[src/rtl/epf_pkg.sv]
// Package epf_pkg
// Shared types and timing rules for the endpoint FIFO bus port.
// Assumes 32-bit FIFO entries and a two-bit access size code.
package epf_pkg;

    localparam int DW = 32;

    typedef enum logic { ST_IDLE, ST_BUSY } port_st_t;

    // Read history used by the latency rules
    typedef enum logic [1:0] { RS_NONE, RS_MISS, RS_HIT } rd_streak_t;

    // Keep only the bits the access size carries, zero-extended
    function automatic logic [DW-1:0] size_mask(input logic [DW-1:0] d, input logic [1:0] sz);
        logic [DW-1:0] r;
        case (sz)
            2'b00:   r = {24'd0, d[7:0]};
            2'b01:   r = {16'd0, d[15:0]};
            default: r = d;
        endcase
        return r;
    endfunction

    // Total access length in clocks, request cycle included
    function automatic logic [3:0] access_clocks(
        input logic       wr,
        input logic [1:0] sz,
        input logic       pf_hit,
        input rd_streak_t streak,
        input logic       wr_streak,
        input logic [1:0] gap
    );
        logic [3:0] l;
        if (wr) begin
            if (sz[1] && wr_streak)
                l = (gap == 2'd0) ? 4'd6 : (gap == 2'd1) ? 4'd5 : 4'd4;
            else
                l = 4'd4;
        end else if (sz == 2'b00) begin
            l = 4'd5;
        end else if (sz == 2'b01) begin
            l = 4'd6;
        end else if (!pf_hit) begin
            l = 4'd8;
        end else if (streak == RS_MISS) begin
            l = (gap == 2'd0) ? 4'd4 : 4'd3;
        end else begin
            l = 4'd6 - {2'd0, gap};
        end
        return l;
    endfunction

endpackage

[src/rtl/epf_fifo.sv]
// Module epf_fifo
// Behavioural single-endpoint FIFO of 32-bit entries. It exposes the head
// entry and the one behind it so that the port can read ahead.
// Assumes DEPTH is a power of two and never sees push on full or pop on empty.
module epf_fifo #(
    parameter int DEPTH = 8
) (
    input  logic          clk,
    input  logic          rst_n,
    input  logic          push,
    input  logic [31:0]   push_data,
    input  logic          pop,
    output logic [31:0]   head,
    output logic [31:0]   head_next,
    output logic          empty,
    output logic          full,
    output logic          multi
);
    localparam int PW = (DEPTH > 1) ? $clog2(DEPTH) : 1;
    localparam int CW = $clog2(DEPTH + 1);

    logic [31:0]   mem [DEPTH];
    logic [PW-1:0] rd_ptr;
    logic [PW-1:0] wr_ptr;
    logic [CW-1:0] count;

    // Pointer and occupancy bookkeeping
    always_ff @(posedge clk) begin
        if (!rst_n) begin
            rd_ptr <= '0;
            wr_ptr <= '0;
            count  <= '0;
        end else begin
            if (push) wr_ptr <= wr_ptr + 1'b1;
            if (pop)  rd_ptr <= rd_ptr + 1'b1;
            if (push && !pop)      count <= count + 1'b1;
            else if (pop && !push) count <= count - 1'b1;
        end
    end

    // Entry storage
    always_ff @(posedge clk) begin
        if (push) mem[wr_ptr] <= push_data;
    end

    // Status and read-side views
    always_comb begin
        empty     = (count == '0);
        full      = (count == CW'(DEPTH));
        multi     = (count > CW'(1));
        head      = mem[rd_ptr];
        head_next = mem[rd_ptr + 1'b1];
    end

endmodule

[src/rtl/epf_readahead.sv]
// Module epf_readahead
// Holds the read-ahead longword, the read and write streak history, and the
// last endpoint accessed. History is discarded on an endpoint change.
// Assumes start and done never occur in the same cycle.
module epf_readahead
    import epf_pkg::*;
#(
    parameter int EPW = 2
) (
    input  logic            clk,
    input  logic            rst_n,
    input  logic            start,
    input  logic            done,
    input  logic [EPW-1:0]  ep,
    input  logic            rd_long,
    input  logic            wr_long,
    input  logic            next_avail,
    input  logic [31:0]     next_data,
    output logic            pf_hit,
    output rd_streak_t      rd_streak,
    output logic            wr_streak,
    output logic [31:0]     pf_data
);
    logic           pf_valid;
    rd_streak_t     streak_q;
    logic           wstreak_q;
    logic [EPW-1:0] last_ep;
    logic           last_valid;
    logic           hit_lat;
    logic           same_ep;

    // Effective history for the access being started
    always_comb begin
        same_ep   = last_valid && (last_ep == ep);
        pf_hit    = rd_long && pf_valid && same_ep;
        rd_streak = same_ep ? streak_q : RS_NONE;
        wr_streak = same_ep && wstreak_q;
    end

    // History update at access start and completion
    always_ff @(posedge clk) begin
        if (!rst_n) begin
            pf_valid   <= 1'b0;
            streak_q   <= RS_NONE;
            wstreak_q  <= 1'b0;
            last_ep    <= '0;
            last_valid <= 1'b0;
            hit_lat    <= 1'b0;
        end else if (start) begin
            hit_lat    <= pf_hit;
            last_ep    <= ep;
            last_valid <= 1'b1;
            if (!same_ep) begin
                pf_valid  <= 1'b0;
                streak_q  <= RS_NONE;
                wstreak_q <= 1'b0;
            end
        end else if (done) begin
            wstreak_q <= wr_long;
            if (rd_long) begin
                pf_valid <= next_avail;
                streak_q <= hit_lat ? RS_HIT : RS_MISS;
            end else begin
                pf_valid <= 1'b0;
                streak_q <= RS_NONE;
            end
        end
    end

    // Holding register for the next longword
    always_ff @(posedge clk) begin
        if (!rst_n)                pf_data <= '0;
        else if (done && rd_long)  pf_data <= next_data;
    end

endmodule

[src/rtl/epf_latency.sv]
// Module epf_latency
// Combinational access-length lookup for the access being started.
// Assumes gap is already saturated at three.
module epf_latency
    import epf_pkg::*;
(
    input  logic        wr,
    input  logic [1:0]  size,
    input  logic        pf_hit,
    input  rd_streak_t  rd_streak,
    input  logic        wr_streak,
    input  logic [1:0]  gap,
    output logic [3:0]  clocks
);
    // Select the length from size, direction, history and gap
    always_comb begin
        clocks = access_clocks(wr, size, pf_hit, rd_streak, wr_streak, gap);
    end

endmodule

[src/rtl/epf_bus_port.sv]
// Module epf_bus_port
// Bus slave for several endpoint data FIFOs. It inserts wait states to a
// fixed schedule and reads one longword ahead per endpoint.
// Assumes the master holds req, wr, size, ep_addr and wdata stable until ack.
module epf_bus_port
    import epf_pkg::*;
#(
    parameter  int NUM_EP     = 4,
    parameter  int FIFO_DEPTH = 8,
    localparam int EPW        = (NUM_EP > 1) ? $clog2(NUM_EP) : 1
) (
    input  logic            clk,
    input  logic            rst_n,
    input  logic            req,
    input  logic            wr,
    input  logic [1:0]      size,
    input  logic [EPW-1:0]  ep_addr,
    input  logic [31:0]     wdata,
    output logic            ack,
    output logic [31:0]     rdata,
    output logic            underflow
);
    localparam int CNTW = 3;

    port_st_t    st;
    logic [CNTW-1:0] cnt;
    logic [1:0]  gap;
    logic [31:0] rdata_q;
    logic        uf_q;
    logic        start;
    logic        done;
    logic        rd_long;
    logic        wr_long;
    logic [3:0]  clocks;
    logic        pf_hit;
    rd_streak_t  rd_streak;
    logic        wr_streak;
    logic [31:0] pf_data;

    logic [31:0] f_head  [NUM_EP];
    logic [31:0] f_next  [NUM_EP];
    logic        f_empty [NUM_EP];
    logic        f_full  [NUM_EP];
    logic        f_multi [NUM_EP];

    logic [31:0] sel_head;
    logic [31:0] sel_next;
    logic        sel_empty;
    logic        sel_multi;
    logic [31:0] rd_value;

    // Access control strobes and endpoint selection
    always_comb begin
        start     = (st == ST_IDLE) && req;
        done      = (st == ST_BUSY) && (cnt == '0);
        rd_long   = !wr && size[1];
        wr_long   = wr && size[1];
        sel_head  = f_head[ep_addr];
        sel_next  = f_next[ep_addr];
        sel_empty = f_empty[ep_addr];
        sel_multi = f_multi[ep_addr];
        if (pf_hit)         rd_value = pf_data;
        else if (sel_empty) rd_value = '0;
        else                rd_value = sel_head;
    end

    // One behavioural FIFO per endpoint
    for (genvar g = 0; g < NUM_EP; g++) begin : g_ep
        logic hit_me;
        assign hit_me = (ep_addr == EPW'(g));
        epf_fifo #(.DEPTH(FIFO_DEPTH)) u_fifo (
            .clk       (clk),
            .rst_n     (rst_n),
            .push      (done && wr && hit_me && !f_full[g]),
            .push_data (size_mask(wdata, size)),
            .pop       (done && !wr && hit_me && !f_empty[g]),
            .head      (f_head[g]),
            .head_next (f_next[g]),
            .empty     (f_empty[g]),
            .full      (f_full[g]),
            .multi     (f_multi[g])
        );
    end

    epf_readahead #(.EPW(EPW)) u_ra (
        .clk        (clk),
        .rst_n      (rst_n),
        .start      (start),
        .done       (done),
        .ep         (ep_addr),
        .rd_long    (rd_long),
        .wr_long    (wr_long),
        .next_avail (sel_multi),
        .next_data  (sel_next),
        .pf_hit     (pf_hit),
        .rd_streak  (rd_streak),
        .wr_streak  (wr_streak),
        .pf_data    (pf_data)
    );

    epf_latency u_lat (
        .wr        (wr),
        .size      (size),
        .pf_hit    (pf_hit),
        .rd_streak (rd_streak),
        .wr_streak (wr_streak),
        .gap       (gap),
        .clocks    (clocks)
    );

    // Wait-state sequencer
    always_ff @(posedge clk) begin
        if (!rst_n) begin
            st  <= ST_IDLE;
            cnt <= '0;
        end else if (start) begin
            st  <= ST_BUSY;
            cnt <= CNTW'(clocks - 4'd2);
        end else if (done) begin
            st  <= ST_IDLE;
        end else if (st == ST_BUSY) begin
            cnt <= cnt - 1'b1;
        end
    end

    // Idle-gap counter, saturating at three
    always_ff @(posedge clk) begin
        if (!rst_n || done)                         gap <= 2'd0;
        else if (st == ST_IDLE && !req && gap != 2'd3) gap <= gap + 2'd1;
    end

    // Read data capture at access start
    always_ff @(posedge clk) begin
        if (!rst_n)     rdata_q <= '0;
        else if (start) rdata_q <= wr ? 32'd0 : size_mask(rd_value, size);
    end

    // Sticky empty-read flag
    always_ff @(posedge clk) begin
        if (!rst_n)                        uf_q <= 1'b0;
        else if (done && !wr && sel_empty) uf_q <= 1'b1;
    end

    assign ack       = done;
    assign rdata     = rdata_q;
    assign underflow = uf_q;

endmodule

[config.mk]
export PLATFORM = sky130hd
export DESIGN_NAME = epf_bus_port
export DESIGN_NICKNAME = d
export VERILOG_FILES = /design/src/rtl/epf_pkg.sv /design/src/rtl/epf_fifo.sv /design/src/rtl/epf_readahead.sv /design/src/rtl/epf_latency.sv /design/src/rtl/epf_bus_port.sv
export SDC_FILE = /design/constraint.sdc
export NUM_CORES = 2
export LEC_CHECK = 0
export BUFFER_PORTS_ARGS = -buffer_cell sky130_fd_sc_hd__buf_2
export CAP_MARGIN = 30
export CORE_ASPECT_RATIO = 0.75
export CORE_UTILIZATION = 55
export CTS_BUF_LIST = sky130_fd_sc_hd__clkbuf_16
export CTS_CLUSTER_SIZE = 25
export DETAILED_ROUTE_END_ITERATION = 12
export PLACE_DENSITY_LB_ADDON = 0.12
export SYNTH_ARGS = -nofsm -noshare
export SYNTH_HDL_FRONTEND = slang
export SYNTH_SLANG_ARGS = --single-unit
[constraint.sdc]
create_clock -name clk -period 7.15 [get_ports clk]
set_input_delay 0.3575 -clock clk [delete_from_list [all_inputs] [get_ports clk]]
set_output_delay 0.3575 -clock clk [all_outputs]
set_load 0.01 [all_outputs]
==> impl_results.md <==
* 1st-iter DRT viols at 4,713
* RSZ-0062 raised after global routing: no
* Post-DRT Antenna Nets at 0
* Root buffer cell: clkbuf_16
* Clk slew on worst S/H paths at 0.06 ns
* Crit Reg-Reg Startpoint: g_ep[3].u_fifo.rd_ptr[0]$_SDFFE_PN0P_
* LEAKAGE at 0.0177 uW
* Dpl hpwl at 98,100 um
* Worst relative slew slack at 0.273
* M3 GR Usage at 0.132
* Status: finished, final reports clean
* Critical path endpoint: u_ra.pf_data[11]$_SDFFE_PN0P_
* Commonest cells after routing, fill and taps aside: edfxtp_1, mux4_2, mux2i_1, dfxtp_1, clkbuf_16
* Met1 Usage GRT at 0.476
* Synth top area share at 0.585
* Pre-Repair DR Iteration Count at 6
* Vias in the first global route at 31,675
* Number of synthesized flops with an enable pin at 1,024
* Setup crit start kind: flop
* Main area contributors after synthesis: edfxtp_1, mux4_2, dfxtp_1
* Die width at 359 um
* Synth Area in Adders at 0.00714
* Post-synthesis mux area share at 0.222
* Starting density of the core at 0.559
* Async set-reset flop share out of synthesis at 0
* Core area at 94,100 sq um
* Worst-path cell with the longest stage delay: buf_4
* Synth warn at 0
* Commonest non-fill, non-tap cell in the layout: edfxtp_1
* Post-route design area at 58,600 sq um
* Crit-path cells: ha_4 -> buf_4 -> mux4_2 -> nand2b_1 -> a21oi_1 -> a31oi_1
* Max-slew violations at 0
* Distinct cells, synth at 56
* Tmin final at 3.75 ns
* Sink Count at roughly 1,200
* Ports at 74
* Chip height at 270 um
* #FFs+latches synth at 1,155
* GRT Resource Usage Total at 0.333
* Cells after synthesis at 3,051
* Simple logic cell fraction of the synthesized area at 0.0428
* WL per Instance at 36.0 um
* Top delay family on crit path: compound AO/OA/AOI/OAI gates
* Arr. time, crit path at 4.30 ns
* Via count at 32,309
* DRC at 0
* Share of cells above drive strength 1 at 0.277
* CP Class: flop to flop
* Initial antenna violation count at 7
* Final hold violation count at 0
* Clk_skew at 0.0304 ns
* H-tree depth at 3
* # hold bufs at CTS at 1
* CP Capture Type: flop
* Endpoints failing setup at 0
* M2 GR Usage at 0.473
* Fmax at 266 MHz
* Max-cap viol count at 0
* CP max FO at 76
* Post-CTS Resized at 0
* Largest net degree at the start of global routing at 77
* Worst VDD drop at approximately 220 uV
* Worst-Margin Slew at 1.08 ns
* Largest family of logic cells by synthesized area: multiplexers
* # nets final at roughly 3,200
* GRT overflow at 0
* CP required at 7.69 ns
* Xor/xnor share of the synthesized area at 0.00614
* Mapped cell area at approximately 53,000 sq um
* Clock Latency Late Sink at roughly 0.73 ns
* Synthesized area per cell at about 17 sq um
* Pwr/cell area at 234 nW/um^2
* Fillers at 6,595
* Std cell rows at 97
* Setup crit start: g_ep[3].u_fifo.rd_ptr[0]$_SDFFE_PN0P_
* Reg2reg end: u_ra.pf_data[11]$_SDFFE_PN0P_
* I/O Buffers at 73
* Compound-Gate Fraction of Synth Area at 0.0656
* Setup Fix Bufs, Post-CTS at 0
* Clock tree buffer depth at 3
* Vias/cell at 7.26
* CP peak stage delay at 0.79 ns
* Global-route layer with the greatest usage: met1
* Min-Delay Path Class: input port to flop
* Final core utilization at 0.622
* Syn Nets at 3,121
* CTS tree: done
* Synthesis-to-layout area growth at 11.3%
* DRT Wirelength at 160,000 um
* First-pass GRT wire length at 228,000 um
* CTS buffer count at 110
* Top cell type by total area after synthesis: edfxtp_1
* Register area share after synthesis at 0.635
* Bufs and invs on worst path at 1
* RePlAce Congestion at 0.905
* Setup Total Neg Slack at 0 ns
* R2r setup slk at approximately 3.4 ns
* R2R depth at 6
* Cell Area, Placed at roughly 55,000 sq um
* Die ar. at 96,900 sq um
* Stages on the worst setup path at 6
* Crit share post-route at 0.525
* Top FF cell, synth: edfxtp_1
-- cell families (layout without fill, tap and decap cells) --
kind of cell / Yosys count / count (layout)
DFF: 1155 / 1155
muxes: 620 / 620
AOI/OAI and AO/OA: 520 / 520
and+or+nand+nor: 442 / 442
buffers and inverters: 248 / 410
xor gates and xnor gates: 36 / 36
adders and majority gates: 30 / 30
other: 0 / 3
-- stage by stage --
step           total power [uW]  worst slack, ns  hold WS [ns]  std cells
3_5_place_dp               7970             3.24         0.466       4233
3_3_place_gp               7940             3.33         0.457       4222
5_1_grt                   14000             3.20        0.0883       4450
2_1_floorplan              7740             2.39         0.441       3051
4_1_cts                   13700             3.23        0.0515       4443
6_report                  13700             3.40        0.0865       4453
-- cell type report --
cell class / instances / area, sq um / area share
Antenna cell: 3 / 7.51 / 0.000128
Clock buffer: 112 / 2800 / 0.0479
Clock inverter: 97 / 800 / 0.0137
Inverter: 19 / 71.3 / 0.00122
Multi-Input combinational cell: 1648 / 18500 / 0.315
Sequential cell: 1155 / 33400 / 0.571
Tap cell: 1237 / 1550 / 0.0264
Timing Repair Buffer: 182 / 1440 / 0.0245
-- state kept, by name, summed over array words and instances, names as in the netlist, named ones only --
signal,count
u_ra.pf_data,32
st,1
u_ra.hit_lat,1
g_ep.u_fifo.rd_ptr,12
g_ep.u_fifo.count,16
g_ep.u_fifo.mem,1024
g_ep.u_fifo.wr_ptr,12
u_ra.last_valid,1
u_ra.last_ep,2
gap,2
cnt,3
u_ra.pf_valid,1
underflow,1
u_ra.streak_q,2
u_ra.wstreak_q,1
rdata,32
-- report_power, final --
group          switching (uW)  internal [uW]
Combinational             333            118
Clock                    2580           3280
Sequential               30.0           7360
Total                    2950          10800
-- worst register-to-register path: cells and delay by family, from the launching register on --
kind,cells,cell delay [ns]
AO/OA/AOI/OAI,2,0.91
buffers and inverters,1,0.79
flip-flops,1,0.75
multiplexers,1,0.62
adder cells (fa/ha/maj),1,0.37
AND/OR/NAND/NOR,1,0.15
-- synthesized netlist by cell type (70+ instances only) --
cell type  instances
nor2b_1           79
a22oi_1           92
o22ai_1           70
nand2_1          100
a21oi_1          101
mux4_2           437
nor2_1            97
o21ai_0           77
clkbuf_1         128
dfxtp_1          131
mux2i_1          163
edfxtp_1        1024
-- worst min path at each step --
stage | cells past startpoint | from | slack (ns) | end
3_3_place_gp | 2 | u_ra.last_ep[1]$_SDFFE_PN0P_ | 0.46 | u_ra.last_ep[1]$_SDFFE_PN0P_
2_1_floorplan | 2 | u_ra.pf_valid$_SDFFE_PN0P_ | 0.44 | u_ra.pf_valid$_SDFFE_PN0P_
5_1_grt | 3 | wr | 0.09 | u_ra.wstreak_q$_SDFFE_PN0P_
4_1_cts | 3 | wr | 0.05 | u_ra.wstreak_q$_SDFFE_PN0P_
3_5_place_dp | 2 | u_ra.pf_data[18]$_SDFFE_PN0P_ | 0.47 | rdata[18]$_SDFFE_PN0P_
6_report | 3 | wr | 0.09 | u_ra.wstreak_q$_SDFFE_PN0P_
-- per-layer routing --
metal	wire length, um	share of wire
met5	143	0.00089
met4	5090	0.032
met3	25000	0.16
met2	68700	0.43
met1	61400	0.38
(Power assumes the default switching activity.)
